$ cat src/rtl/sdram_guard_pkg.sv
package sdram_guard_pkg;

    typedef enum logic [2:0] {
        CMD_NONE  = 3'd0,
        CMD_ACT   = 3'd1,
        CMD_RD    = 3'd2,
        CMD_WR    = 3'd3,
        CMD_PRE   = 3'd4,
        CMD_OTHER = 3'd7
    } cmd_e;

    typedef enum logic [2:0] {
        BK_IDLE    = 3'd0,
        BK_OPENING = 3'd1,
        BK_OPEN    = 3'd2,
        BK_RD      = 3'd3,
        BK_WR      = 3'd4,
        BK_RD_AP   = 3'd5,
        BK_WR_AP   = 3'd6,
        BK_CLOSING = 3'd7
    } bank_e;

    localparam logic [2:0] CODE_PRE_ALL = 3'd5;

endpackage

$ cat src/rtl/sdram_cmd_decode.sv
module sdram_cmd_decode
    import sdram_guard_pkg::*;
(
    input  logic cs_n,
    input  logic ras_n,
    input  logic cas_n,
    input  logic we_n,
    output cmd_e cmd_o
);

    always_comb begin
        if (cs_n) begin
            cmd_o = CMD_NONE;
        end else begin
            case ({ras_n, cas_n, we_n})
                3'b011:  cmd_o = CMD_ACT;
                3'b101:  cmd_o = CMD_RD;
                3'b100:  cmd_o = CMD_WR;
                3'b010:  cmd_o = CMD_PRE;
                3'b111:  cmd_o = CMD_NONE;
                default: cmd_o = CMD_OTHER;
            endcase
        end
    end

endmodule

$ cat src/rtl/sdram_bank_track.sv
module sdram_bank_track
    import sdram_guard_pkg::*;
#(
    parameter int CNT_W = 4
) (
    input  logic             clk,
    input  logic             rst_n,
    input  logic             run,
    input  logic             accept,
    input  logic             hit,
    input  cmd_e             cmd,
    input  logic             a10,
    input  logic [CNT_W-1:0] trcd,
    input  logic [CNT_W-1:0] trp,
    input  logic [CNT_W-1:0] burst,
    output bank_e            state_o,
    output logic             ok_o
);

    localparam int TMR_W = CNT_W + 1;

    typedef struct packed {
        bank_e            st;
        logic [TMR_W-1:0] cnt;
    } trk_t;

    trk_t trk_d, trk_q;

    // Enter a timed state for n cycles, or go straight on when n is 0 or 1.
    function automatic trk_t arm(bank_e timed, bank_e after, logic [TMR_W-1:0] n);
        trk_t r;
        if (n <= TMR_W'(1)) begin
            r.st  = after;
            r.cnt = '0;
        end else begin
            r.st  = timed;
            r.cnt = n - TMR_W'(1);
        end
        return r;
    endfunction

    logic [TMR_W-1:0] n_rcd, n_rp, n_bl, n_ap;
    logic             in_burst, row_open;

    assign n_rcd    = TMR_W'(trcd);
    assign n_rp     = TMR_W'(trp);
    assign n_bl     = TMR_W'(burst);
    assign n_ap     = TMR_W'(burst) + TMR_W'(trp);
    assign in_burst = (trk_q.st == BK_RD) || (trk_q.st == BK_WR);
    assign row_open = in_burst || (trk_q.st == BK_OPEN);

    always_comb begin
        case (cmd)
            CMD_ACT: ok_o = (trk_q.st == BK_IDLE);
            CMD_RD,
            CMD_WR:  ok_o = row_open;
            CMD_PRE: ok_o = !((trk_q.st == BK_OPENING) || (trk_q.st == BK_RD_AP) ||
                              (trk_q.st == BK_WR_AP));
            default: ok_o = 1'b1;
        endcase
    end

    always_comb begin
        trk_d = trk_q;
        if (run) begin
            // interval expiry
            if (trk_q.cnt > TMR_W'(1)) begin
                trk_d.cnt = trk_q.cnt - TMR_W'(1);
            end else begin
                trk_d.cnt = '0;
                case (trk_q.st)
                    BK_OPENING, BK_RD, BK_WR:        trk_d.st = BK_OPEN;
                    BK_RD_AP, BK_WR_AP, BK_CLOSING:  trk_d.st = BK_IDLE;
                    default:                         trk_d.st = trk_q.st;
                endcase
            end
            // accepted command
            if (accept) begin
                if (hit) begin
                    case (cmd)
                        CMD_ACT: trk_d = arm(BK_OPENING, BK_OPEN, n_rcd);
                        CMD_RD:  trk_d = a10 ? arm(BK_RD_AP, BK_IDLE, n_ap)
                                             : arm(BK_RD, BK_OPEN, n_bl);
                        CMD_WR:  trk_d = a10 ? arm(BK_WR_AP, BK_IDLE, n_ap)
                                             : arm(BK_WR, BK_OPEN, n_bl);
                        CMD_PRE: if (row_open) trk_d = arm(BK_CLOSING, BK_IDLE, n_rp);
                        default: ;
                    endcase
                end else if ((cmd == CMD_RD) || (cmd == CMD_WR)) begin
                    if (in_burst) begin
                        trk_d.st  = BK_OPEN;
                        trk_d.cnt = '0;
                    end else if ((trk_q.st == BK_RD_AP) || (trk_q.st == BK_WR_AP)) begin
                        trk_d = arm(BK_CLOSING, BK_IDLE, n_rp);
                    end
                end
            end
        end
    end

    always_ff @(posedge clk or negedge rst_n) begin
        if (!rst_n) begin
            trk_q.st  <= BK_IDLE;
            trk_q.cnt <= '0;
        end else begin
            trk_q <= trk_d;
        end
    end

    assign state_o = trk_q.st;

    // an opening bank always has time left to run
    a_r2_opening_timed: assert property (@(posedge clk) disable iff (!rst_n)
        (trk_q.st == BK_OPENING) |-> (trk_q.cnt != '0));

    // an accepted activate leaves the idle state
    a_r2_act_leaves_idle: assert property (@(posedge clk) disable iff (!rst_n)
        (run && accept && hit && (cmd == CMD_ACT)) |=>
        ((trk_q.st == BK_OPENING) || (trk_q.st == BK_OPEN)));

endmodule

$ cat src/rtl/sdram_cmd_guard.sv
module sdram_cmd_guard
    import sdram_guard_pkg::*;
#(
    parameter int NUM_BANKS = 4,
    parameter int CNT_W     = 4,
    parameter int XSR_W     = 8,
    parameter int BA_W      = $clog2(NUM_BANKS),
    parameter int ERR_W     = 3 + BA_W
) (
    input  logic                   clk,
    input  logic                   rst_n,
    input  logic                   cke,
    input  logic                   cs_n,
    input  logic                   ras_n,
    input  logic                   cas_n,
    input  logic                   we_n,
    input  logic [BA_W-1:0]        ba,
    input  logic                   a10,
    input  logic [CNT_W-1:0]       cfg_trcd,
    input  logic [CNT_W-1:0]       cfg_trp,
    input  logic [CNT_W-1:0]       cfg_burst,
    input  logic [XSR_W-1:0]       cfg_txsr,
    output logic                   legal_o,
    output logic [ERR_W-1:0]       err_code_o,
    output logic [3*NUM_BANKS-1:0] bank_state_o
);

    typedef struct packed {
        logic             cke;
        logic [XSR_W-1:0] hold;
        logic             legal;
        logic [ERR_W-1:0] err;
    } ctl_t;

    ctl_t ctl_d, ctl_q;

    cmd_e                 cmd;
    bank_e                st   [NUM_BANKS];
    logic [NUM_BANKS-1:0] ok_vec;
    logic [NUM_BANKS-1:0] burst_vec;
    logic                 en, violation, accept;
    logic [2:0]           code;

    sdram_cmd_decode u_decode (
        .cs_n  (cs_n),
        .ras_n (ras_n),
        .cas_n (cas_n),
        .we_n  (we_n),
        .cmd_o (cmd)
    );

    assign en = cke && ctl_q.cke && (ctl_q.hold == '0);

    always_comb begin
        case (cmd)
            CMD_ACT, CMD_RD, CMD_WR: violation = !ok_vec[ba];
            CMD_PRE:                 violation = a10 ? !(&ok_vec) : !ok_vec[ba];
            default:                 violation = 1'b0;
        endcase
        code   = ((cmd == CMD_PRE) && a10) ? CODE_PRE_ALL : 3'(cmd);
        accept = en && !violation;
    end

    genvar gi;
    generate
        for (gi = 0; gi < NUM_BANKS; gi++) begin : g_bank
            logic hit;
            assign hit = (ba == BA_W'(gi)) || ((cmd == CMD_PRE) && a10);

            sdram_bank_track #(.CNT_W(CNT_W)) u_track (
                .clk     (clk),
                .rst_n   (rst_n),
                .run     (cke),
                .accept  (accept),
                .hit     (hit),
                .cmd     (cmd),
                .a10     (a10),
                .trcd    (cfg_trcd),
                .trp     (cfg_trp),
                .burst   (cfg_burst),
                .state_o (st[gi]),
                .ok_o    (ok_vec[gi])
            );

            assign bank_state_o[3*gi +: 3] = st[gi];
            assign burst_vec[gi] = (st[gi] == BK_RD) || (st[gi] == BK_WR) ||
                                   (st[gi] == BK_RD_AP) || (st[gi] == BK_WR_AP);
        end
    endgenerate

    always_comb begin
        ctl_d     = ctl_q;
        ctl_d.cke = cke;
        if (cke && !ctl_q.cke) begin
            ctl_d.hold = cfg_txsr;
        end else if (cke && (ctl_q.hold != '0)) begin
            ctl_d.hold = ctl_q.hold - XSR_W'(1);
        end
        ctl_d.legal = !(en && violation);
        if (en && violation) begin
            ctl_d.err = {code, ba};
        end
    end

    always_ff @(posedge clk or negedge rst_n) begin
        if (!rst_n) begin
            ctl_q.cke   <= 1'b0;
            ctl_q.hold  <= '0;
            ctl_q.legal <= 1'b1;
            ctl_q.err   <= '0;
        end else begin
            ctl_q <= ctl_d;
        end
    end

    assign legal_o    = ctl_q.legal;
    assign err_code_o = ctl_q.err;

    // the data bus belongs to at most one bank
    a_r8_single_burst: assert property (@(posedge clk) disable iff (!rst_n)
        $countones(burst_vec) <= 1);

    // bank states hold across a cycle with the clock enable low
    a_r10_frozen: assert property (@(posedge clk) disable iff (!rst_n)
        !cke |=> $stable(bank_state_o));

    // a reported violation always carries a command code
    a_r9_code_on_illegal: assert property (@(posedge clk) disable iff (!rst_n)
        !legal_o |-> (err_code_o[ERR_W-1:BA_W] != 3'd0));

    // nothing is flagged while the clock enable is low
    a_r10_quiet_when_off: assert property (@(posedge clk) disable iff (!rst_n)
        !cke |=> legal_o);

endmodule

$ cat config.mk
export PLATFORM = sky130hd
export DESIGN_NAME = sdram_cmd_guard
export DESIGN_NICKNAME = d
export VERILOG_FILES = /design/src/rtl/sdram_guard_pkg.sv /design/src/rtl/sdram_cmd_decode.sv /design/src/rtl/sdram_bank_track.sv /design/src/rtl/sdram_cmd_guard.sv
export SDC_FILE = /design/constraint.sdc
export NUM_CORES = 1
export LEC_CHECK = 0
export CAP_MARGIN = 15
export CORE_MARGIN = 4
export CORE_UTILIZATION = 25
export CTS_CLUSTER_SIZE = 24
export DETAILED_ROUTE_END_ITERATION = 12
export PLACE_DENSITY = 0.51
export SLEW_MARGIN = 0
export SYNTH_ARGS = -nofsm -noshare
export SYNTH_HDL_FRONTEND = slang
export SYNTH_HIERARCHICAL = 1
export SYNTH_SLANG_ARGS = --single-unit
$ cat constraint.sdc
create_clock -name clk -period 4.17 [get_ports clk]
set_clock_uncertainty 0.2 [all_clocks]
set_input_delay 0.834 -clock clk [delete_from_list [all_inputs] [get_ports clk]]
set_output_delay 0.834 -clock clk [all_outputs]
set_load 0.01 [all_outputs]
; Word-level counts from Yosys, hierarchy flattened
; Index checks and enable logic that the tools add are counted.
[word_totals]
register_bits = 47
inputBits = 30
output_inout_bits = 18
wordCells = 192
[classes]
n_addsub = 10
magnitude_cmp = 9
n_eq_ne = 40
n_mux = 61
n_reduce_logical = 60
[op_table]
columns = op, count
row1 = $mux W8, 32
row2 = $pmux W8 S4, 4
row3 = $eq A3 B3 Y1 const B, 20
row4 = $eq A3 B2 Y1 const B, 12
row5 = $reduce_or A3 Y1, 9
row6 = $logic_or A1 B1 Y1, 25
row7 = $sub A5 B1 Y5 const B, 5
row8 = $pmux W3 S2, 4
row9 = $gt A5 B1 Y1 const B, 4
row10 = $mux W5, 4
row11 = $mux W3, 6
row12 = $eq A3 B1 Y1 const B, 5
row13 = $pmux W3 S5, 1
row14 = $sub A4 B1 Y5 const B, 3
row15 = $le A4 B1 Y1 const B, 3
row16 = $logic_not A3 Y1, 4
row17 = $pmux W1 S3, 4
row18 = $logic_not A1 Y1, 9
row19 = $logic_not A8 Y1, 1
row20 = $reduce_bool A8 Y1, 1
row21 = $sub A8 B1 Y8 const B, 1
row22 = $logic_and A1 B1 Y1, 7
row23 = $mux W7, 1
row24 = $mux W6, 1
row25 = other kinds (12), 14

; Depth between registers and ports, before layout
; Gate-level depths: netlist of run 1.
[depth]
depth_word = 14
ltp_mapped = 18
mapped_depth_nobuf = 17

; Cells and area by module
; The synthesis of run 1 kept the hierarchy.
[by_module_without_submodules]
columns = module, n_inst, cells_per_inst, area_per_inst_um2, seq_area_each_um2
row1 = sdram_bank_track (g_bank[0].u_track ...), 3, 258, 1826.8, 200.2
row2 = sdram_bank_track (g_bank[3].u_track), 1, 247, 1781.7, 200.2
row3 = sdram_cmd_guard, 1, 102, 928.4, 376.6
row4 = sdram_cmd_decode, 1, 6, 55.1, 0.0

; Worst setup path before layout of run 1
; OpenSTA, ideal clock, no wires.
[synth_path]
path_type = input port to flip-flop
from = in we_n
to = reg g_bank[0].u_track/trk_q[2] in the netlist's numbering
setup_time_ns = 0.126
t_arrival_ns = 4.671
t_required_ns = 3.844
setup_slack_ns = -0.827
cell_stages = 15
path_cell_list = nand2b_1 a21oi_1 clkbuf_1 or2_2 a221oi_1 o32a_1 mux4_2 or3_4 nand2_1 nor2_1 clkbuf_1 nand2_1 nand2_1 o211a_1 a221o_1
[synth_between]
elab_chain_cells = 14
word_cells_on_any_way = 33
cone_classes = eq/ne: 9 / mux: 14 / reduce/logical: 10
[synth_lines]
columns = item, line
row1 = start: declaration, sdram_cmd_guard.sv:16  ; input logic we_n,
row2 = $eq A3 B3 Y1 / $eq A3 B2 Y1 (equally long branches), sdram_cmd_decode.sv:15  ; case ({ras_n, cas_n, we_n})
row3 = $pmux W3 S5 (*), sdram_cmd_decode.sv:15
row4 = $mux W3 (*), sdram_cmd_decode.sv:12  ; if (cs_n) begin
row5 = via cmd[1], sdram_cmd_guard.sv:37  ; cmd_e cmd;
row6 = $eq A3 B2 Y1, sdram_bank_track.sv:53  ; case (cmd)
row7 = $reduce_or A2 Y1, sdram_bank_track.sv:53
row8 = $pmux W1 S3 (*), sdram_bank_track.sv:53
row9 = via ok_vec[3], sdram_cmd_guard.sv:39  ; logic [NUM_BANKS-1:0] ok_vec;
row10 = $bmux W1 S2, "sdram_cmd_guard.sv:56, sdram_cmd_guard.sv:57"
row11 = $mux W1 (implied by the code), "sdram_cmd_guard.sv:56, sdram_cmd_guard.sv:57"
row12 = $logic_not A1 Y1, "sdram_cmd_guard.sv:56, sdram_cmd_guard.sv:57"
row13 = $mux W1, sdram_cmd_guard.sv:57  ; CMD_PRE: violation = a10 ? !(&ok_vec) : !ok_vec[ba];
row14 = $pmux W1 S2 (*), sdram_cmd_guard.sv:55  ; case (cmd)
row15 = $logic_not A1 Y1 (*), sdram_cmd_guard.sv:61  ; accept = en && !violation;
row16 = $logic_and A1 B1 Y1 (*), sdram_cmd_guard.sv:61
row17 = via accept, sdram_cmd_guard.sv:41  ; logic en, violation, accept;
row18 = $mux W8 (*), sdram_bank_track.sv:78  ; if (accept) begin
row19 = end signal: assignment, sdram_bank_track.sv:106  ; trk_q <= trk_d;
row20 = end: declaration, sdram_bank_track.sv:27  ; trk_t trk_d, trk_q;
; Mark *: on every way through the listed nets, which the timed path passes. The rest lies on a longest branch. The select of a mux whose other input is x is not followed.
; A chain may end at the register's enable or synchronous reset.

; Final worst setup path of run 1
[layout_path]
from = in ras_n
to = reg g_bank[3].u_track/state_o[0] (netlist name)
[layout_between]
elab_chain_cells = 14
word_cells_on_any_way = 33
cone_classes = eq/ne: 9 / mux: 14 / reduce/logical: 10
[layout_lines]
columns = item, line
row1 = start: declaration, sdram_cmd_guard.sv:14  ; input logic ras_n,
row2 = $eq A3 B3 Y1 / $eq A3 B2 Y1 (equally long branches), sdram_cmd_decode.sv:15
row3 = $pmux W3 S5 (*), sdram_cmd_decode.sv:15
row4 = $mux W3 (*), sdram_cmd_decode.sv:12
row5 = via cmd[0], sdram_cmd_guard.sv:37
row6 = $eq A3 B2 Y1, sdram_bank_track.sv:53
row7 = $reduce_or A2 Y1, sdram_bank_track.sv:53
row8 = $pmux W1 S3 (*), sdram_bank_track.sv:53
row9 = via ok_vec[2], sdram_cmd_guard.sv:39
row10 = $bmux W1 S2, "sdram_cmd_guard.sv:56, sdram_cmd_guard.sv:57"
row11 = $mux W1 (implied by the code), "sdram_cmd_guard.sv:56, sdram_cmd_guard.sv:57"
row12 = $logic_not A1 Y1, "sdram_cmd_guard.sv:56, sdram_cmd_guard.sv:57"
row13 = $mux W1, sdram_cmd_guard.sv:57
row14 = $pmux W1 S2 (*), sdram_cmd_guard.sv:55
row15 = $logic_not A1 Y1 (*), sdram_cmd_guard.sv:61
row16 = $logic_and A1 B1 Y1 (*), sdram_cmd_guard.sv:61
row17 = via accept, sdram_cmd_guard.sv:41
row18 = $mux W8 (*), sdram_bank_track.sv:78
; Marks and branches as above.

==> results by group, run 1 <==
Final layout
  – Layout cells sized above 1: 0.166
  – Area grow syn2layout: 23.7%
  – Multi-input logic area: 0.00656 mm²
  – Commonest non-fill, non-tap cell in the layout: buf_4
  – Util after Layout: 0.313
  – Commonest non-fill, non-tap cells in the layout: buf_4, nor2_1, nand2_1, inv_1, a21oi_1
  – Filler cell count: 3,551
  – Post-layout nets: 1,333
  – Register cell area after layout: 0.00118 mm²
  – Diode count: 0
  – Fin cells: 1,684

Detailed routing
  – Routed wire length per instance: 17.8 µm
  – Starting DRT DRC Count: 843
  – First drt pass iteration count: 5
  – Vias: 9,093
  – WL final: 29,900 µm
  – ANT nets after route: 0
  – DRC: 0
  – Via density: 5.40

Worst setup path
  – CP cell instances: buf_2 -> buf_4 -> a211oi_4 -> buf_6 -> buf_16 -> buf_4 -> o21ai_1 -> o21ai_1 -> a21oi_2 -> mux4_2 -> or3_4 -> nand2_4 -> nor2_4 -> buf_6 -> buf_6 -> nand2_4 -> o21ai_1 -> and2_1 -> a221o_1
  – Crit-path leading delay family: compound AO/OA/AOI/OAI gates
  – WS Path Type: input pin to register
  – RR Startpoint: g_bank[3].u_track/state_o[0]
  – Register-to-Register Setup Slack: 0.70 ns
  – CP max FO: 8
  – Crit path buffers/inverters: 7
  – Crit path capture type: register
  – Worst Path Arrival: 3.96 ns
  – Worst reg2reg endpoint: g_bank[3].u_track/state_o[0]
  – Worst R2R Path Depth: 14
  – CP startpoint kind: input pin
  – Crit. path cell count: 19
  – Required @ worst endpoint: 4.15 ns
  – CP startpoint: ras_n
  – Slowest-stage cell, CP: mux4_2
  – Largest stage delay on the critical path: 0.47 ns

Floorplanning
  – Die Height: 190 µm
  – Die Wd: 190 µm
  – I/O pins: 48
  – Die area: 0.0360 mm²
  – Starting Density: 0.253
  – Num rows: 66
  – Core ar.: 0.0325 mm²

Place
  – Port Buf Inserts: 47
  – Detailed placement HPWL: 22,500 µm
  – Worst slack, placed: -0.630 ns
  – Cells after DPL: 1,668
  – Gpl congestion: 0.884

Timing
  – Final min period: 3.98 ns
  – Fin Hold WS: 0.309 ns
  – Setup ws final: 0.191 ns
  – Setup violators final: 0
  – Worst rel slew slack: 0.451
  – Fmax: 251 MHz
  – Final Hold Vio Count: 0
  – Worst-margin pin slew: 0.824 ns
  – Setup TNS: 0 ns
  – Tcrit/Tclk final: 0.954
  – RSZ-0062 raised after global routing: false
  – Max Slew Vio Count: 0

Clocking
  – H-tree levels: 2
  – Hold Buf Count CTS: 0
  – TritonCTS Buffers: 5
  – Clock buffer depth: 2
  – TritonCTS clock tree: yes
  – CTS Root Buffer Type: clkbuf_16
  – Clk slew on worst S/H paths: 0.08 ns
  – Clock sink count: 47
  – Clock latency on the worst-skew pair: 0.31 ns

GRT
  – Initial antenna violation count: 0
  – Vias in the first global route: 8,715
  – Gr ovfl total: 0
  – GRT Util Overall: 0.160
  – First-pass GRT wire length: 47,700 µm
  – Largest net degree at the start of global routing: 72

Hold path
  – Hold depth: 1
  – Min-delay src: err_code_o[2]
  – WHS Endpoint: err_code_o[2]
  – Hold WC Path Type: register to register

Synthesis
  – Post-synthesis area per instance: 7.30 µm²
  – Async S/R FF share, synth: 1.00
  – Number of flops mapped to enable cells by yosys: 0
  – Synth Warn #: 6
  – Synthesized area: 0.00825 mm²
  – Yosys cell types: 87
  – Synth Flop Type: dfrtp_1
  – Post-Synthesis Cells: 1,129
  – Seq/Total Area, Yosys: 0.143
  – Synth Net Count: 1,221
  – Yosys reg bits: 47

Power and ir drop
  – Maximum vdd drop: 0.000168 V
  – P_leak: 4.15 nW
  – Pwr/cell area: 259 mW/mm²

Job
  – Max_cap viols: 0

Run status
  – Run status: complete, no violations
[where the power goes]
part           leakage [nW]  switching (mW)  internal, mW
registers             0.557           0.137         0.548
logic                  3.52           0.813         0.636
clock network        0.0804           0.223         0.287
total                  4.15            1.17          1.47
[layout make-up]
type,count,area share
clock inverters,3,0.00454
multi-input cells,948,0.644
flip-flops and latches,47,0.115
inverters,67,0.0247
well taps,442,0.0542
repair buffers,172,0.145
clock buffers,5,0.0123
[cell usage after synthesis, types with 13 or more instances]
cell type    n  area [µm²]
nor2b_1     27         169
clkbuf_1    30         113
o31ai_1     18         135
nor2_1     109         409
a211oi_1    20         150
o22ai_1     26         163
a21o_1      15         113
or3_1       15        93.8
o21ai_0     57         285
buf_2       17        85.1
o21ai_1     13        65.1
a21oi_1     65         325
ha_1        58         726
xnor2_1     16         140
mux2i_1     14         140
inv_1       67         251
nand2b_1    31         194
o211ai_1    13        97.6
nand2_1    108         405
nor3_1      37         185
a31oi_1     22         138
dfrtp_1     46        1150
buf_4       18         135
nand3_1     29         145
xor2_1      18         158
[worst max-delay path by stage]
stage,end,slack (ns)
2_1_floorplan,g_bank[0].u_track/trk_q[2],-0.02
3_3_place_gp,g_bank[3].u_track/state_o[0],-0.51
3_5_place_dp,g_bank[3].u_track/state_o[0],-0.63
4_1_cts,g_bank[0].u_track/trk_q[2],-0.03
5_1_grt,g_bank[3].u_track/state_o[0],0.05
6_report,g_bank[3].u_track/state_o[0],0.19
[registers in the layout, indices dropped and copies added, names as in the netlist]
signal,cells
g_bank.u_track/trk_q,20
g_bank.u_track/state_o,12
ctl_q,9
err_code_o,5
legal_o,1
[cell families after synthesis]
logic type,synth area share
fa+ha+maj,0.0977
compound gates,0.332
xor+xnor,0.0420
simple gates,0.282
mux,0.0307
flops,0.143
buf+inv,0.0728
[per-stage QoR]
| step | total power, mW | instance area, µm² |
|---|---|---|
| 3_3_place_gp | 2.11 | 9890 |
| 5_1_grt | 2.84 | 10200 |
| 3_5_place_dp | 2.11 | 9890 |
| 4_1_cts | 2.64 | 10200 |
| 6_report | 2.64 | 10200 |
| 2_1_floorplan | 1.65 | 8310 |
[routing by layer]
layer / vias to the layer above / global-route usage / part of all wire
met4: 0 / 0.0211 / 0.0086
met5: - / 0 / 0
met2: 307 / 0.254 / 0.44
li1: 4421 / - / -
met1: 4343 / 0.240 / 0.49
met3: 22 / 0.0191 / 0.069
[what timing repair did]
| action | in CTS | in global routing |
|---|---|---|
| pin swaps | 6 | 11 |
| setup buffers | 5 | 2 |
| gates cloned | 1 | 0 |
| resized for setup | 20 | 18 |
| setup endpoints to repair | 27 | 32 |
No activity file was read; power rests on OpenSTA's default activity.
==> run 2, diff against run 1 <==
Settings changed: ABC_AREA set to 0, SKIP_LAST_GASP set to 1, TNS_END_PERCENT set to 1.
==> results by group, run 2 (synthesis results as in run 1) <==
Floorplanning
  – Core ar.: 0.0325 mm² (unchanged)
  – Starting Density: 0.253 (unchanged)
  – Num rows: 66 (unchanged)
  – Die Height: 190 µm (unchanged)
  – Die area: 0.0360 mm² (unchanged)
  – I/O pins: 48 (unchanged)
  – Die Wd: 190 µm (unchanged)

Final layout
  – Commonest non-fill, non-tap cell in the layout: buf_4
  – Post-layout nets: 1,345 (+0.90%)
  – Multi-input logic area: 0.00663 mm² (+0.93%)
  – Layout cells sized above 1: 0.180 (+0.0144)
  – Biggest register: g_bank.u_track/trk_q
  – Max reg flops: 20 (unchanged)
  – Area grow syn2layout: 26.5%
  – Register cell area after layout: 0.00118 mm² (unchanged)
  – Diode count: 0 (unchanged)
  – Commonest non-fill, non-tap cells in the layout: buf_4, nor2_1, nand2_1, inv_1, a21oi_1
  – Post-route cell area: 0.0104 mm² (+2.3%)
  – Filler cell count: 3,490 (-1.7%)

GRT
  – First-pass GRT wire length: 46,900 µm (-1.5%)
  – Largest net degree at the start of global routing: 72 (unchanged)
  – Vias in the first global route: 8,646 (-0.79%)
  – Initial antenna violation count: 0 (unchanged)
  – Gr ovfl total: 0 (unchanged)
  – GRT Util Overall: 0.157 (-0.00293)

Timing
  – Worst-margin pin slew: 1.01 ns (+0.184 ns)
  – Setup TNS: 0 ns (unchanged)
  – Fmax: 244 MHz (-2.8%)
  – Fin Hold WS: 0.296 ns (-0.0129 ns)
  – Setup violators final: 0 (unchanged)
  – Max Slew Vio Count: 0 (unchanged)
  – Final Hold Vio Count: 0 (unchanged)
  – Setup ws final: 0.0750 ns (-0.116 ns)
  – Final min period: 4.10 ns (+0.116 ns)
  – Worst rel slew slack: 0.328 (-0.123)
  – Tcrit/Tclk final: 0.982 (+0.0278)

Clocking
  – CTS Root Buffer Type: clkbuf_16
  – TritonCTS clock tree: yes
  – Clock sink count: 47 (unchanged)
  – TritonCTS Buffers: 5 (unchanged)
  – Hold Buf Count CTS: 0 (unchanged)
  – H-tree levels: 2 (unchanged)
  – Clock buffer depth: 2 (unchanged)
  – Clock latency on the worst-skew pair: 0.31 ns (about the same)
  – Clk slew on worst S/H paths: 0.08 ns (about the same)

Detailed routing
  – Via density: 5.29 (-2.0%)
  – Starting DRT DRC Count: 679 (-19%)
  – Vias: 8,979 (-1.3%)
  – Routed wire length per instance: 17.1 µm (-3.9%)
  – First drt pass iteration count: 5 (unchanged)
  – WL final: 29,000 µm (-3.3%)
  – ANT nets after route: 0 (unchanged)
  – DRC: 0 (unchanged)

Place
  – Gpl congestion: 0.907 (+2.6%)
  – Port Buf Inserts: 47 (unchanged)
  – Worst slack, placed: -0.693 ns (-0.0623 ns)
  – Placed Instance Area: 0.00994 mm² (+0.56%)
  – Detailed placement HPWL: 22,000 µm (-2.5%)

Power and ir drop
  – Maximum vdd drop: 0.000148 V (-12%)
  – Pwr/cell area: 257 mW/mm² (-1.1%)
  – P_leak: 4.27 nW (+2.8%)

Worst setup path
  – Crit path capture type: register
  – CP max FO: 5 (-3)
  – WS Path Type: input pin to register
  – Required @ worst endpoint: 4.16 ns (about the same)
  – CP startpoint kind: input pin
  – Worst Path Arrival: 4.08 ns (+0.12 ns)

Run status
  – Run status: complete, no violations

Job
  – Max_cap viols: 0 (unchanged)

Hold path
  – Hold WC Path Type: register to register
==> run 2: cell count changes in the layout (fill, tap and decap cells not counted), sizes merged <==
cell / delta
clkbuf: -2
clkdlybuf4s15: +1
buf: +13
==> run 2: area by class of cell <==
class / instances / area share
multi-input combinational: 948 / 0.635
timing repair buffer: 184 / 0.158
sequential: 47 / 0.113
tap: 442 / 0.0530
inverter: 67 / 0.0241
clock buffer: 5 / 0.0120
clock inverter: 3 / 0.00444
==> run 2: power breakdown <==
group	switching, mW	total [mW]	internal [mW]
sequential	0.140	0.688	0.548
clock	0.220	0.506	0.286
combinational	0.823	1.48	0.658
==> run 2: path summary, 6_finish.rpt <==
path | depth (start not counted) | to | slack, ns | start
worst max-delay path | 18 | g_bank[0].u_track/trk_q[2] | 0.07 | cas_n
worst min-delay path | 1 | err_code_o[3] | 0.30 | err_code_o[3]
worst max register to register | 15 | g_bank[0].u_track/trk_q[2] | 0.59 | g_bank[3].u_track/state_o[1]
worst min register to register | 1 | err_code_o[3] | 0.30 | err_code_o[3]
max in group asynchronous | 2 | g_bank[3].u_track/state_o[1] | 2.53 | rst_n
min in group asynchronous | 1 | ctl_q[11] | 0.49 | rst_n
==> run 2: per-stage QoR <==
stage | power (mW) | cells | util
after CTS | 2.67 | 1695 | 0.318
after detailed placement | 2.12 | 1673 | 0.306
after global routing | 2.89 | 1696 | 0.321
final | 2.68 | 1696 | 0.321
after global placement | 2.11 | 1673 | 0.306
after floorplan | 1.65 | 1129 | -
==> run 2: repair_timing <==
| item | in CTS | in global routing |
|---|---|---|
| gates cloned | 2 | 0 |
| pin swaps | 12 | 14 |
| setup buffers | 14 | 1 |
| endpoints found under the setup margin | 32 | 32 |
| resized for setup | 43 | 18 |
==> run 2: critical path, stage by stage <==
cell and delay, ns:
clkdlybuf4s15_2 0.19, nor3b_4 0.15, a211oi_4 0.21, buf_4 0.17, buf_12 0.10, or2_4 0.11, a221oi_2 0.05, o32a_1 0.33
mux4_2 0.53, or3_4 0.37, nand2_4 0.08, nor2_4 0.06, buf_6 0.16, buf_6 0.12, nand2_4 0.05, buf_4 0.11
a221oi_2 0.05, a221o_1 0.38
==> run 2: per-layer routing <==
layer | wire (µm) | GRT usage
met3 | 1090 | 0.0169
met2 | 13800 | 0.275
met4 | 563 | 0.0328
met1 | 13500 | 0.211
met5 | 0 | 0
==> run 3, diff against run 2 <==
Settings changed: GPL_TIMING_DRIVEN set to 0.
==> results by group, run 3 (synthesis results as in run 1) <==
Worst setup path
  – Required @ worst endpoint: 4.15 ns (about the same)
  – Crit-path leading delay family: simple AND/OR/NAND/NOR gates
  – Crit path capture type: register
  – Crit path buffers/inverters: 6 (unchanged)
  – Cell repeated most along the worst path: buf_6
  – RR Startpoint: g_bank[3].u_track/state_o[1]
  – Slowest-stage cell, CP: mux4_2
  – CP max FO: 5 (unchanged)
  – CP startpoint: cas_n
  – Largest stage delay on the critical path: 0.48 ns (-0.05 ns)
  – WS Path Type: input pin to register
  – CP startpoint kind: input pin
  – CP cell instances: buf_12 -> nor3b_4 -> a211oi_4 -> buf_6 -> buf_6 -> or2_4 -> a221oi_2 -> o32a_1 -> buf_4 -> mux4_2 -> or3_4 -> nand2_4 -> nor2_4 -> buf_12 -> buf_6 -> and2_4 -> nand2_4 -> a31oi_1 -> or3_1
  – Worst Path Arrival: 4.16 ns (+0.08 ns)

Clocking
  – TritonCTS Buffers: 5 (unchanged)
  – Clock buffer depth: 2 (unchanged)
  – Hold Buf Count CTS: 0 (unchanged)
  – CTS Root Buffer Type: clkbuf_16
  – Clock sink count: 47 (unchanged)
  – Clk slew on worst S/H paths: 0.07 ns (about the same)
  – Clock latency on the worst-skew pair: 0.31 ns (about the same)
  – H-tree levels: 2 (unchanged)
  – TritonCTS clock tree: yes

Floorplanning
  – Die Wd: 190 µm (unchanged)
  – Core ar.: 0.0325 mm² (unchanged)
  – Num rows: 66 (unchanged)
  – Die area: 0.0360 mm² (unchanged)
  – I/O pins: 48 (unchanged)
  – Starting Density: 0.253 (unchanged)
  – Die Height: 190 µm (unchanged)

Timing
  – Fmax: 239 MHz (-2.2%)
  – Worst rel slew slack: 0.193 (-0.135)
  – Final min period: 4.19 ns (+0.0933 ns)
  – Max Slew Vio Count: 0 (unchanged)
  – Tcrit/Tclk final: 1.00 (+0.0224)
  – Setup ws final: -0.0183 ns (-0.0933 ns)
  – Worst-margin pin slew: 1.21 ns (+0.202 ns)
  – Setup violators final: 2 (+2)
  – RSZ-0062 raised after global routing: true
  – Final Hold Vio Count: 0 (unchanged)
  – Fin Hold WS: 0.259 ns (-0.0370 ns)

Run status
  – Run status: finished with violations
  – Failing checks: negative setup slack

Detailed routing
  – DRC: 0 (unchanged)
  – First drt pass iteration count: 6 (+1)
  – Starting DRT DRC Count: 845 (+24%)
  – ANT nets after route: 0 (unchanged)
  – Via density: 5.42 (+2.4%)
  – Vias: 9,045 (+0.74%)
  – WL final: 29,500 µm (+1.9%)
  – Routed wire length per instance: 17.7 µm (+3.6%)

Final layout
  – Register cell area after layout: 0.00118 mm² (unchanged)
  – Post-layout nets: 1,317 (-2.1%)
  – Post-route cell area: 0.0101 mm² (-3.0%)
  – Commonest non-fill, non-tap cell in the layout: nor2_1
  – Commonest non-fill, non-tap cells in the layout: nor2_1, nand2_1, inv_1, a21oi_1, ha_1
  – Layout cells sized above 1: 0.142 (-0.0383)
  – Util after Layout: 0.311 (-0.00965)
  – Max reg flops: 20 (unchanged)
  – Area grow syn2layout: 22.7%
  – Biggest register: g_bank.u_track/trk_q
  – Multi-input logic area: 0.00665 mm² (+0.34%)
  – Filler cell count: 3,556 (+1.9%)
  – Diode count: 0 (unchanged)

GRT
  – GRT Util Overall: 0.158 (+0.00103)
  – First-pass GRT wire length: 46,900 µm (about the same)
  – Initial antenna violation count: 0 (unchanged)
  – Gr ovfl total: 0 (unchanged)
  – Vias in the first global route: 8,448 (-2.3%)
  – Largest net degree at the start of global routing: 33 (-54%)

Job
  – Max_cap viols: 0 (unchanged)

Power and ir drop
  – P_leak: 4.05 nW (-5.0%)
  – Maximum vdd drop: 0.000165 V (+12%)
  – Pwr/cell area: 256 mW/mm² (-0.19%)

Place
  – Detailed placement HPWL: 21,100 µm (-4.1%)
  – Port Buf Inserts: 47 (unchanged)
  – Placed Instance Area: 0.00935 mm² (-6.0%)
  – Gpl congestion: 0.897 (-1.0%)

Hold path
  – Hold WC Path Type: input pin to async pin
[run 3: area by class of cell]
| class | count | share of cell area |
|---|---|---|
| multi-input combinational | 950 | 0.657 |
| clock buffer | 5 | 0.0124 |
| tap | 442 | 0.0547 |
| sequential | 47 | 0.116 |
| inverter | 67 | 0.0249 |
| buffer | 65 | 0.0401 |
| clock inverter | 3 | 0.00186 |
| timing repair buffer | 89 | 0.0925 |
[run 3: metrics by stage]
stage | setup WS [ns] | std cells | total power [mW] | setup TNS, ns
finish | -0.0183 | 1668 | 2.59 | -0.0185
global route | -0.155 | 1668 | 2.80 | -1.42
floorplan | -0.0659 | 1129 | 1.65 | -0.272
detailed placement | -2.17 | 1620 | 2.06 | -63.93
CTS | -0.0283 | 1658 | 2.56 | -0.0807
global placement | -2.13 | 1618 | 2.05 | -63.69
[run 3: worst paths after layout]
kind	end	slack (ns)	cells after the start
max in group asynchronous	legal_o	2.92	2
min reg2reg	err_code_o[3]	0.30	1
min	g_bank[0].u_track/state_o[0]	0.26	1
min in group clk	err_code_o[3]	0.30	1
max reg2reg	g_bank[2].u_track/trk_q[3]	0.09	17
max	g_bank[2].u_track/trk_q[3]	-0.02	19
[run 3: per-layer routing]
metal | part of all wire | up-vias | track usage
met1 | 0.46 | 4250 | 0.219
met3 | 0.052 | 58 | 0.0176
met2 | 0.46 | 331 | 0.261
met4 | 0.030 | 0 | 0.0473
li1 | - | 4406 | -
met5 | 0 | - | 0
[run 3: power by group]
part           switching [mW]  internal [mW]
clock network           0.211          0.224
registers               0.142          0.548
logic                   0.834          0.631
[run 3: worst register-to-register path, stage by stage, from the launching register on]
cell and delay [ns]:
dfrtp_1 0.44, buf_2 0.27, inv_1 0.16, or3_1 0.39
a21oi_2 0.15, a21oi_1 0.08, o32a_1 0.17, buf_4 0.16
mux4_2 0.48, or3_4 0.36, nand2_4 0.09, nor2_4 0.06
buf_12 0.16, buf_6 0.12, and2_4 0.14, nand2_4 0.07
a31oi_1 0.05, or3_1 0.41
[run 3: timing repair]
item                                   CTS  global route
endpoints found under the hold margin    0             0
buffers inserted                        30             9
resized for setup                       70            36
pin swaps                               10            12
setup endpoints to repair               38            28
gates cloned                             2             0
